$ cat src/rtl/pvdev_pkg.sv
package pvdev_pkg;
   // register offsets; the bus decodes these directly
   localparam logic [11:0] OFF_MAGIC    = 12'h000;
   localparam logic [11:0] OFF_VERSION  = 12'h004;
   localparam logic [11:0] OFF_DEVID    = 12'h008;
   localparam logic [11:0] OFF_VENDID   = 12'h00C;
   localparam logic [11:0] OFF_HFEAT    = 12'h010;
   localparam logic [11:0] OFF_HSEL     = 12'h014;
   localparam logic [11:0] OFF_GFEAT    = 12'h020;
   localparam logic [11:0] OFF_GSEL     = 12'h024;
   localparam logic [11:0] OFF_PAGE     = 12'h028;
   localparam logic [11:0] OFF_QSEL     = 12'h030;
   localparam logic [11:0] OFF_QMAX     = 12'h034;
   localparam logic [11:0] OFF_QSIZE    = 12'h038;
   localparam logic [11:0] OFF_QALIGN   = 12'h03C;
   localparam logic [11:0] OFF_QPFN     = 12'h040;
   localparam logic [11:0] OFF_NOTIFY   = 12'h050;
   localparam logic [11:0] OFF_ACK      = 12'h060;
   localparam logic [11:0] OFF_STATUS   = 12'h070;
   localparam logic [11:0] OFF_CFG_BASE = 12'h100;

   // ASCII "virt", first character in the low byte
   localparam logic [31:0] MAGIC_WORD   = 32'h7472_6976;
   localparam logic [31:0] VERSION_WORD = 32'd1;
endpackage

$ cat src/rtl/pvdev_feat.sv
// Windowed feature negotiation: host set read, guest set written, 32 bits at a time.
module pvdev_feat #(
   parameter int          FEAT_W     = 64,
   parameter logic [63:0] HOST_FEATS = '0,
   localparam int         WIN_W      = 32,
   localparam int         NWIN       = FEAT_W / WIN_W
)(
   input  logic              clk,
   input  logic              rst_n,
   input  logic              clr,
   input  logic              hsel_we,
   input  logic              gsel_we,
   input  logic              gfeat_we,
   input  logic [31:0]       wdata,
   output logic [31:0]       host_win,
   output logic [FEAT_W-1:0] guest_feats
);
   if (FEAT_W % WIN_W != 0 || FEAT_W > 64) begin : g_bad_feat_w
      $error("pvdev_feat: FEAT_W must be a multiple of 32 and at most 64");
   end

   logic [31:0] hsel_q, gsel_q;

   always_ff @(posedge clk or negedge rst_n) begin
      if (!rst_n) begin
         hsel_q <= '0;
         gsel_q <= '0;
      end else if (clr) begin
         hsel_q <= '0;
         gsel_q <= '0;
      end else begin
         if (hsel_we) hsel_q <= wdata;
         if (gsel_we) gsel_q <= wdata;
      end
   end

   // one storage word per window
   for (genvar w = 0; w < NWIN; w++) begin : g_win
      logic [WIN_W-1:0] word_q;
      always_ff @(posedge clk or negedge rst_n) begin
         if (!rst_n)
            word_q <= '0;
         else if (clr)
            word_q <= '0;
         else if (gfeat_we && gsel_q == 32'(w))
            word_q <= wdata;
      end
      assign guest_feats[w*WIN_W +: WIN_W] = word_q;
   end

   always_comb begin
      host_win = '0;
      for (int w = 0; w < NWIN; w++) begin
         if (hsel_q == 32'(w)) host_win = HOST_FEATS[w*WIN_W +: WIN_W];
      end
   end
endmodule

$ cat src/rtl/pvdev_qbank.sv
// Per-queue setting banks, addressed by the guest selector and by a host index.
module pvdev_qbank #(
   parameter int  NUM_QUEUES = 4,
   localparam int QIDX_W     = (NUM_QUEUES > 1) ? $clog2(NUM_QUEUES) : 1
)(
   input  logic              clk,
   input  logic              rst_n,
   input  logic              clr,
   input  logic [31:0]       qsel,
   input  logic              size_we,
   input  logic              align_we,
   input  logic              pfn_we,
   input  logic [31:0]       wdata,
   output logic              sel_ok,
   output logic [31:0]       sel_pfn,
   input  logic [QIDX_W-1:0] host_qsel,
   output logic [31:0]       host_qsize,
   output logic [31:0]       host_qalign,
   output logic [31:0]       host_qpfn,
   output logic              host_qlive
);
   logic [NUM_QUEUES-1:0][31:0] size_a, align_a, pfn_a;

   for (genvar q = 0; q < NUM_QUEUES; q++) begin : g_queue
      logic        hit;
      logic [31:0] size_q, align_q, pfn_q;
      assign hit = (qsel == 32'(q));
      always_ff @(posedge clk or negedge rst_n) begin
         if (!rst_n) begin
            size_q  <= '0;
            align_q <= '0;
            pfn_q   <= '0;
         end else if (clr) begin
            size_q  <= '0;
            align_q <= '0;
            pfn_q   <= '0;
         end else if (hit) begin
            if (size_we)  size_q  <= wdata;
            if (align_we) align_q <= wdata;
            if (pfn_we)   pfn_q   <= wdata;
         end
      end
      assign size_a[q]  = size_q;
      assign align_a[q] = align_q;
      assign pfn_a[q]   = pfn_q;
   end

   assign sel_ok = (qsel < 32'(NUM_QUEUES));

   always_comb begin
      sel_pfn     = '0;
      host_qsize  = '0;
      host_qalign = '0;
      host_qpfn   = '0;
      for (int q = 0; q < NUM_QUEUES; q++) begin
         if (qsel == 32'(q)) sel_pfn = pfn_a[q];
         if (host_qsel == QIDX_W'(q)) begin
            host_qsize  = size_a[q];
            host_qalign = align_a[q];
            host_qpfn   = pfn_a[q];
         end
      end
   end

   assign host_qlive = (host_qpfn != '0);
endmodule

$ cat src/rtl/pvdev_cfg.sv
// Byte-wide device-specific configuration area.
module pvdev_cfg import pvdev_pkg::*; #(
   parameter int  ADDR_W    = 12,
   parameter int  CFG_BYTES = 16
)(
   input  logic              clk,
   input  logic              rst_n,
   input  logic [ADDR_W-1:0] addr,
   input  logic              wr_en,
   input  logic [7:0]        wbyte,
   output logic              hit,
   output logic [7:0]        rbyte
);
   logic [ADDR_W-1:0]          off;
   logic [CFG_BYTES-1:0][7:0]  bytes_a;

   assign off = addr - ADDR_W'(OFF_CFG_BASE);
   assign hit = (addr >= ADDR_W'(OFF_CFG_BASE)) && (off < ADDR_W'(CFG_BYTES));

   for (genvar b = 0; b < CFG_BYTES; b++) begin : g_byte
      logic [7:0] byte_q;
      always_ff @(posedge clk or negedge rst_n) begin
         if (!rst_n)
            byte_q <= '0;
         else if (wr_en && hit && off == ADDR_W'(b))
            byte_q <= wbyte;
      end
      assign bytes_a[b] = byte_q;
   end

   always_comb begin
      rbyte = '0;
      for (int b = 0; b < CFG_BYTES; b++) begin
         if (hit && off == ADDR_W'(b)) rbyte = bytes_a[b];
      end
   end
endmodule

$ cat src/rtl/pvdev_regs.sv
// Control register window of a paravirtual device.
module pvdev_regs import pvdev_pkg::*; #(
   parameter int          ADDR_W     = 12,
   parameter int          NUM_QUEUES = 4,
   parameter int          QMAX_SIZE  = 256,
   parameter int          CFG_BYTES  = 16,
   parameter logic [63:0] HOST_FEATS = 64'h0000_0003_0100_0021,
   parameter logic [31:0] DEVICE_ID  = 32'd1,
   parameter logic [31:0] VENDOR_ID  = 32'h0000_5A17,
   localparam int         QIDX_W     = (NUM_QUEUES > 1) ? $clog2(NUM_QUEUES) : 1
)(
   input  logic              clk,
   input  logic              rst_n,
   input  logic [ADDR_W-1:0] addr,
   input  logic              wr_en,
   input  logic [31:0]       wr_data,
   input  logic              rd_en,
   output logic [31:0]       rd_data,
   input  logic              irq_set,
   output logic              irq,
   output logic              notify_pulse,
   output logic [QIDX_W-1:0] notify_qidx,
   output logic              dev_reset_pulse,
   output logic [31:0]       dev_status,
   output logic [63:0]       guest_feats,
   output logic [31:0]       page_size,
   input  logic [QIDX_W-1:0] host_qsel,
   output logic [31:0]       host_qsize,
   output logic [31:0]       host_qalign,
   output logic [31:0]       host_qpfn,
   output logic              host_qlive
);
   if (ADDR_W < 9 || ADDR_W > 32) begin : g_bad_addr_w
      $error("pvdev_regs: ADDR_W must lie in 9..32");
   end
   if (NUM_QUEUES < 1 || NUM_QUEUES > 64) begin : g_bad_nq
      $error("pvdev_regs: NUM_QUEUES must lie in 1..64");
   end
   if (QMAX_SIZE < 1 || QMAX_SIZE > 32768) begin : g_bad_qmax
      $error("pvdev_regs: QMAX_SIZE must lie in 1..32768");
   end
   if (CFG_BYTES < 1 || CFG_BYTES > 256) begin : g_bad_cfg
      $error("pvdev_regs: CFG_BYTES must lie in 1..256");
   end

   // write strobes
   logic we_hsel, we_gsel, we_gfeat, we_page, we_qsel;
   logic we_qsize, we_qalign, we_qpfn, we_notify, we_ack, we_stat;
   logic dev_clr, notify_ok;

   always_comb begin
      we_hsel   = wr_en && (addr == ADDR_W'(OFF_HSEL));
      we_gsel   = wr_en && (addr == ADDR_W'(OFF_GSEL));
      we_gfeat  = wr_en && (addr == ADDR_W'(OFF_GFEAT));
      we_page   = wr_en && (addr == ADDR_W'(OFF_PAGE));
      we_qsel   = wr_en && (addr == ADDR_W'(OFF_QSEL));
      we_qsize  = wr_en && (addr == ADDR_W'(OFF_QSIZE));
      we_qalign = wr_en && (addr == ADDR_W'(OFF_QALIGN));
      we_qpfn   = wr_en && (addr == ADDR_W'(OFF_QPFN));
      we_notify = wr_en && (addr == ADDR_W'(OFF_NOTIFY));
      we_ack    = wr_en && (addr == ADDR_W'(OFF_ACK));
      we_stat   = wr_en && (addr == ADDR_W'(OFF_STATUS));
      dev_clr   = we_stat && (wr_data == '0);
      notify_ok = we_notify && (wr_data < 32'(NUM_QUEUES));
   end

   logic [31:0] qsel_q;
   logic [31:0] host_win;
   logic        qsel_ok;
   logic [31:0] sel_pfn;
   logic        cfg_hit;
   logic [7:0]  cfg_byte;

   pvdev_feat #(
      .FEAT_W     (64),
      .HOST_FEATS (HOST_FEATS)
   ) u_feat (
      .clk         (clk),
      .rst_n       (rst_n),
      .clr         (dev_clr),
      .hsel_we     (we_hsel),
      .gsel_we     (we_gsel),
      .gfeat_we    (we_gfeat),
      .wdata       (wr_data),
      .host_win    (host_win),
      .guest_feats (guest_feats)
   );

   pvdev_qbank #(
      .NUM_QUEUES (NUM_QUEUES)
   ) u_qbank (
      .clk         (clk),
      .rst_n       (rst_n),
      .clr         (dev_clr),
      .qsel        (qsel_q),
      .size_we     (we_qsize),
      .align_we    (we_qalign),
      .pfn_we      (we_qpfn),
      .wdata       (wr_data),
      .sel_ok      (qsel_ok),
      .sel_pfn     (sel_pfn),
      .host_qsel   (host_qsel),
      .host_qsize  (host_qsize),
      .host_qalign (host_qalign),
      .host_qpfn   (host_qpfn),
      .host_qlive  (host_qlive)
   );

   pvdev_cfg #(
      .ADDR_W    (ADDR_W),
      .CFG_BYTES (CFG_BYTES)
   ) u_cfg (
      .clk   (clk),
      .rst_n (rst_n),
      .addr  (addr),
      .wr_en (wr_en),
      .wbyte (wr_data[7:0]),
      .hit   (cfg_hit),
      .rbyte (cfg_byte)
   );

   // read multiplexer; write-only and unmapped offsets fall through to zero
   logic [31:0] rd_next;
   always_comb begin
      case (addr)
         ADDR_W'(OFF_MAGIC):   rd_next = MAGIC_WORD;
         ADDR_W'(OFF_VERSION): rd_next = VERSION_WORD;
         ADDR_W'(OFF_DEVID):   rd_next = DEVICE_ID;
         ADDR_W'(OFF_VENDID):  rd_next = VENDOR_ID;
         ADDR_W'(OFF_HFEAT):   rd_next = host_win;
         ADDR_W'(OFF_QMAX):    rd_next = qsel_ok ? 32'(QMAX_SIZE) : '0;
         ADDR_W'(OFF_QPFN):    rd_next = sel_pfn;
         ADDR_W'(OFF_STATUS):  rd_next = dev_status;
         default:              rd_next = cfg_hit ? {24'b0, cfg_byte} : '0;
      endcase
   end

   always_ff @(posedge clk or negedge rst_n) begin
      if (!rst_n) begin
         rd_data         <= '0;
         dev_status      <= '0;
         page_size       <= '0;
         qsel_q          <= '0;
         irq             <= 1'b0;
         notify_pulse    <= 1'b0;
         notify_qidx     <= '0;
         dev_reset_pulse <= 1'b0;
      end else begin
         dev_reset_pulse <= dev_clr;
         notify_pulse    <= notify_ok;
         if (notify_ok) notify_qidx <= wr_data[QIDX_W-1:0];
         if (rd_en) rd_data <= rd_next;

         if (dev_clr) begin
            dev_status <= '0;
            page_size  <= '0;
            qsel_q     <= '0;
         end else begin
            if (we_stat) dev_status <= dev_status | wr_data;
            if (we_page) page_size  <= wr_data;
            if (we_qsel) qsel_q     <= wr_data;
         end

         // device reset beats a new event, a new event beats an acknowledge
         if (dev_clr)      irq <= 1'b0;
         else if (irq_set) irq <= 1'b1;
         else if (we_ack)  irq <= 1'b0;
      end
   end
endmodule

$ cat config.mk
export PLATFORM = sky130hd
export DESIGN_NAME = pvdev_regs
export DESIGN_NICKNAME = d
export VERILOG_FILES = /design/src/rtl/pvdev_pkg.sv /design/src/rtl/pvdev_feat.sv /design/src/rtl/pvdev_qbank.sv /design/src/rtl/pvdev_cfg.sv /design/src/rtl/pvdev_regs.sv
export SDC_FILE = /design/constraint.sdc
export NUM_CORES = 1
export LEC_CHECK = 0
export BUFFER_PORTS_ARGS = -buffer_cell sky130_fd_sc_hd__buf_4
export CAP_MARGIN = 20
export CORE_MARGIN = 2
export CORE_UTILIZATION = 50
export CTS_CLUSTER_SIZE = 40
export DETAILED_ROUTE_END_ITERATION = 7
export GPL_ROUTABILITY_DRIVEN = 0
export PLACE_DENSITY = 0.7
export SLEW_MARGIN = 20
export SYNTH_ARGS = -nofsm -noshare
export SYNTH_HDL_FRONTEND = slang
export SYNTH_SLANG_ARGS = --single-unit
$ cat constraint.sdc
create_clock -name clk -period 8.55 [get_ports clk]
set_input_delay 1.2825 -clock clk [delete_from_list [all_inputs] [get_ports clk]]
set_output_delay 1.2825 -clock clk [all_outputs]
set_load 0.01 [all_outputs]
Yosys cells after proc, flatten, opt, wreduce, memory -nomap -nowiden
Index checks and enable logic that the tools add are counted.
Widths: inputs -> output; s select.
{"block": "word_totals", "regBits": 773, "latchBits": 0, "ram_bits": 0, "romBits": 0, "input_bits": 51, "output_inout_bits": 262, "word_cells": 251, "n_memories": 0}
{"block": "classes", "add_sub_neg": 1, "n_mul": 0, "div_mod_pow": 0, "magnitude_cmp": 4, "n_eq_ne": 39, "n_shift": 0, "n_mux": 81, "n_bitwise": 1, "n_reduce_logical": 85}
{"operator": "$mux 32", "count": 57}
{"operator": "$pmux 32 s7", "count": 1}
{"operator": "$mux 8", "count": 17}
{"operator": "$logic_not 32->1", "count": 4}
{"operator": "$eq 12x4->1 const B", "count": 10}
{"operator": "$eq 32x1->1 const B", "count": 3}
{"operator": "$eq 12x6->1 const B", "count": 7}
{"operator": "$eq 32x2->1 const B", "count": 2}
{"operator": "$lt 32x3->1 const B", "count": 2}
{"operator": "$eq 12x3->1 const B", "count": 5}
{"operator": "$mux 25", "count": 2}
{"operator": "$logic_and 1x1->1", "count": 49}
{"operator": "$eq 12x7->1 const B", "count": 4}
{"operator": "$or 32x32->32", "count": 1}
{"operator": "$reduce_bool 32->1", "count": 1}
{"operator": "$reduce_bool 2->1", "count": 14}
{"operator": "$eq 12x2->1 const B", "count": 2}
{"operator": "$eq 12x5->1 const B", "count": 2}
{"operator": "$logic_not 12->1", "count": 2}
{"operator": "$reduce_and 2->1", "count": 12}
{"operator": "$eq 12x1->1 const B", "count": 1}
{"operator": "$ge 12x9->1 const B", "count": 1}
{"operator": "$lt 12x5->1 const B", "count": 1}
{"operator": "$sub 12x9->12 const B", "count": 1}
{"operator": "7 further kinds", "count": 10}

Depth between registers and ports, before layout
{"block": "depth", "depth_word": 22, "ltp_mapped": 10, "depth_no_buf": 6}

By module
Synthesis repeated with hierarchy kept, for this count alone.
{"block": "unflattened", "cells_unflattened": 3184, "hier_area_um2": 38555.7}
{"mod": "pvdev_qbank", "instances": 1, "cells_each": 1541, "area_per_inst_um2": 20155.6, "seq_area_each_um2": 9609.2}
{"mod": "pvdev_cfg", "instances": 1, "cells_each": 511, "area_per_inst_um2": 6412.4, "seq_area_each_um2": 3203.1}
{"mod": "pvdev_regs", "instances": 1, "cells_each": 628, "area_per_inst_um2": 6089.6, "seq_area_each_um2": 3328.2}
{"mod": "pvdev_feat", "instances": 1, "cells_each": 504, "area_per_inst_um2": 5898.2, "seq_area_each_um2": 3203.1}

Worst setup path before layout
Ideal clock, no wire load.
{"block": "synth_timing", "kind": "input port to output port", "start": "in host_qsel[0]", "end": "out host_qlive", "arrival_time_ns": 3.404, "t_required_ns": 7.267, "path_slack_ns": 3.864, "path_stages": 6, "n_path_buf": 2, "path_cell_list": "clkbuf_1 buf_1 mux4_2 nor4_1 nand4_1 or2_2"}
{"block": "synth_between", "elab_chain_len": 6, "elab_cells_between_ends": 9, "classes_between": "eq/ne: 3; mux: 4; reduce/logical: 2"}
{"item": "start: declaration", "line": "pvdev_regs.sv:27", "text": "input logic [QIDX_W-1:0] host_qsel,"}
{"item": "$logic_not 2->1", "line": "pvdev_qbank.sv:57", "text": "if (host_qsel == QIDX_W'(q)) begin"}
{"item": "$mux 32 (3 in series)", "line": "pvdev_qbank.sv:57"}
{"item": "$mux 32 (*)", "line": "pvdev_qbank.sv:57"}
{"item": "net host_qpfn[4]", "line": "pvdev_regs.sv:30", "text": "output logic [31:0] host_qpfn,"}
{"item": "$reduce_bool 32->1 (*)", "line": "pvdev_qbank.sv:65", "text": "assign host_qlive = (host_qpfn != '0);"}
{"item": "end: declaration", "line": "pvdev_regs.sv:31", "text": "output logic host_qlive"}
Mark *: on every way through the listed nets, which the timed path passes. The rest lies on a longest branch.

Worst setup path in the final report
{"block": "layout_timing", "start": "in host_qsel[0]", "end": "out host_qlive"}
{"block": "layout_between", "elab_chain_len": 6, "elab_cells_between_ends": 9, "classes_between": "eq/ne: 3; mux: 4; reduce/logical: 2"}
{"item": "$logic_not 2->1", "line": "pvdev_qbank.sv:57"}
{"item": "$mux 32 (3 in series)", "line": "pvdev_qbank.sv:57"}
{"item": "$mux 32 (*)", "line": "pvdev_qbank.sv:57"}
{"item": "$reduce_bool 32->1 (*)", "line": "pvdev_qbank.sv:65"}
Mark *: on every way between the ends. The rest lies on a longest branch, timed or not.

==> reports/metrics.cfg <==
[status]
status=finished, final reports clean

[min_path]
whs_endpoint=u_qbank.g_queue[2].size_q[1]
whs_path_depth=1
hold_path.class=register to register
hp-start=u_qbank.g_queue[2].size_q[1]

[clocking]
cts_tree=yes
post-cts-setup-buffers=0
cts.hold.buffers_added=0
clock_latency_ns=0.65
cts_root_buffer=clkbuf_16
cts_sinks=773
cts_max_level=3
cts_resized=0
cts_buffers=80
clockBufferDepth=3
clkTransAtPathRegs_ns=0.06

[detailed_routing]
drtAntennaViolNets=0
routedWlPerCell_um=27.8
via_per_inst=6.44
routed_wl_um=106000
drc=0
first_pass_iters=5
dr.first_iter.drc_count=2659
vias=24500

[critical_path]
crit_path_start_kind=input pin
r2r_slack_ns=4.18
crit_path_end_kind=output pin
path_buf_inv=2
required_ns=7.27
r2r-end=u_qbank.g_queue[2].align_q[2]
cpPeakStageDelay_ns=0.68
cp_max_fo=67
path_class=input pin to output pin
crit_cells=6
r2r_start=qsel_q[26]
r2r_cells=6
cp_slowest_cell=buf_6
cp_cell_sequence=buf_6 > mux4_2 > nor4_1 > nand4_1 > or2_2 > buf_4
worstPathArrival_ns=3.93
cp_top_family=simple AND/OR/NAND/NOR gates

[logic_synthesis]
avgSynthCellArea_um2=12.9
ys.flop_type=dfrtp_1
syn_nets=2732
ys_ff_latch=773
synth-async-reset-ratio=1.00
yosys_warnings=0
syn-cell-area_um2=34500
synthCells=2681
synth_edf_count=0
yosysSeqAreaShare=0.561
ys_types=66

[timing]
finalSetupTns_ns=0
slew_viol_final=0
skew_ns=0.0311
fin_crit_sh=0.610
rsz0062_at_grt=false
fin_crit_ns=5.22
tightest_slew_ns=1.09
relSlewSlack=0.272
hold_violations=0
max_freq_mhz=192
setup_viol=0

[die]
num_io_pins=313
rows=96
die_x_um=267
dieArea_um2=71000
die_y_um=267
initial_core_util=0.503
core_um2=68500

[finish]
final_layout_size_suffix_gt1_frac=0.386
insertedDiodeCount=0
layout_common_cells=dfrtp_1 (772), mux2_2 (501), buf_4 (340), nand2_1 (315), o21ai_0 (124)
multiInputGateArea_um2=14200
final_common_cell=dfrtp_1
fillers=5425
ff_latch_area_um2=19300
layout.cells.non_filler=3803
area_growth_pct=16.4
nets=2911

[placement]
port_buffers=312
dpl.hpwl_um=67500
dp_cells=3659

[pwr]
p_comb_frac=0.048
p_clk_frac=0.466
internal_power_uw=5820
total_power_uw=7600
p_seq_frac=0.486
swShare=0.234
power_density_nw_per_um2=189
power.leakage_uw=0.0196
p_sw_uw=1780
irDropWorstVdd_mv=0.138

[grt]
grt_pass1_vias=25000
grt_max_degree=185
antenna_found_initial=1
globalRouteOverflowTotal=0
grt_pass1_wl_um=159000
grt_usage=0.299

[run]
maxCapViolCount=0

## through the flow
stage                     hold slack, ns   util  worst slack [ns]  area [um^2]
after floorplan                    0.452      -              3.86        34500
after global placement             0.462  0.546              3.30        37400
after detailed placement           0.469  0.547              3.30        37500
after CTS                          0.483  0.586              3.29        40100
after global routing               0.509  0.586              3.15        40100
final                              0.485  0.586              3.33        40100
## worst reg2reg max path, cell delays in order, from the launching register on
cell and delay (ns):
dfrtp_1 0.39, nor4_1 0.44, nand4_1 0.70, or4_1 1.12, o21ai_4 0.70, buf_4 0.49
mux2_2 0.39
## cell families after synthesis
family	share of synthesized area
buffers and inverters	0.0308
AO/OA/AOI/OAI	0.0827
flip-flops	0.561
AND/OR/NAND/NOR	0.0784
multiplexers	0.247
## sequential cells by signal (all words and copies together), names as in the netlist, 2 cells and up
signal / count
u_cfg.g_byte.byte_q: 128
u_qbank.g_queue.align_q: 128
u_qbank.g_queue.pfn_q: 128
u_qbank.g_queue.size_q: 128
u_feat.g_win.word_q: 64
dev_status: 32
page_size: 32
qsel_q: 32
rd_data: 32
u_feat.gsel_q: 32
u_feat.hsel_q: 32
notify_qidx: 2
## power groups by stage
stage | Clock, uW | Combinational (uW) | Sequential [uW]
finish | 3540 | 365 | 3690
floorplan | 0 | 156 | 3760
global route | 3740 | 393 | 3690
global placement | 0 | 357 | 3760
CTS | 3590 | 365 | 3690
detailed placement | 0 | 365 | 3760
## layer usage
metal | GRT usage | wire [um] | vias up
met2 | 0.470 | 49900 | 1210
met3 | 0.0810 | 9710 | 295
met1 | 0.391 | 41100 | 12800
met4 | 0.131 | 4910 | 2
li1 | - | - | 10200
met5 | 0 | 7 | -
## worst max-delay path by stage
| stage | start | endpoint | slack (ns) |
|---|---|---|---|
| floorplan | host_qsel[0] | host_qlive | 3.86 |
| global placement | host_qsel[0] | host_qlive | 3.30 |
| detailed placement | host_qsel[0] | host_qlive | 3.30 |
| CTS | host_qsel[0] | host_qlive | 3.29 |
| global route | host_qsel[0] | host_qlive | 3.15 |
| finish | host_qsel[0] | host_qlive | 3.33 |
## final cells by class
| class | instances | share of cell area |
|---|---|---|
| Sequential cell | 773 | 0.482 |
| Clock buffer | 116 | 0.0573 |
| Tap cell | 882 | 0.0275 |
| Inverter | 10 | 0.000936 |
| Timing Repair Buffer | 350 | 0.0685 |
| Multi-Input combinational cell | 1645 | 0.355 |
| Clock inverter | 27 | 0.00848 |
## synthesized netlist by cell type (11+ instances only)
master    number  share of area
o21ai_0      125          0.018
mux2_2       501           0.16
nor4_1        48         0.0087
a22o_1        96          0.024
nand3_1       50         0.0073
o31ai_1       11         0.0024
a21o_1        15         0.0033
nor2_1        75         0.0082
a221oi_1      15         0.0038
buf_2         39         0.0057
dfrtp_1      773           0.56
clkbuf_1     186          0.020
mux4_2       111          0.073
buf_1         21         0.0023
mux2i_1       17         0.0049
a21oi_1       49         0.0071
nor3_1        16         0.0023
mux2_1        17         0.0056
a22oi_1       11         0.0024
nand4_1       16         0.0029
o22ai_1       18         0.0033
nand2_1      316          0.034
No activity file was read; power rests on OpenSTA's default activity.
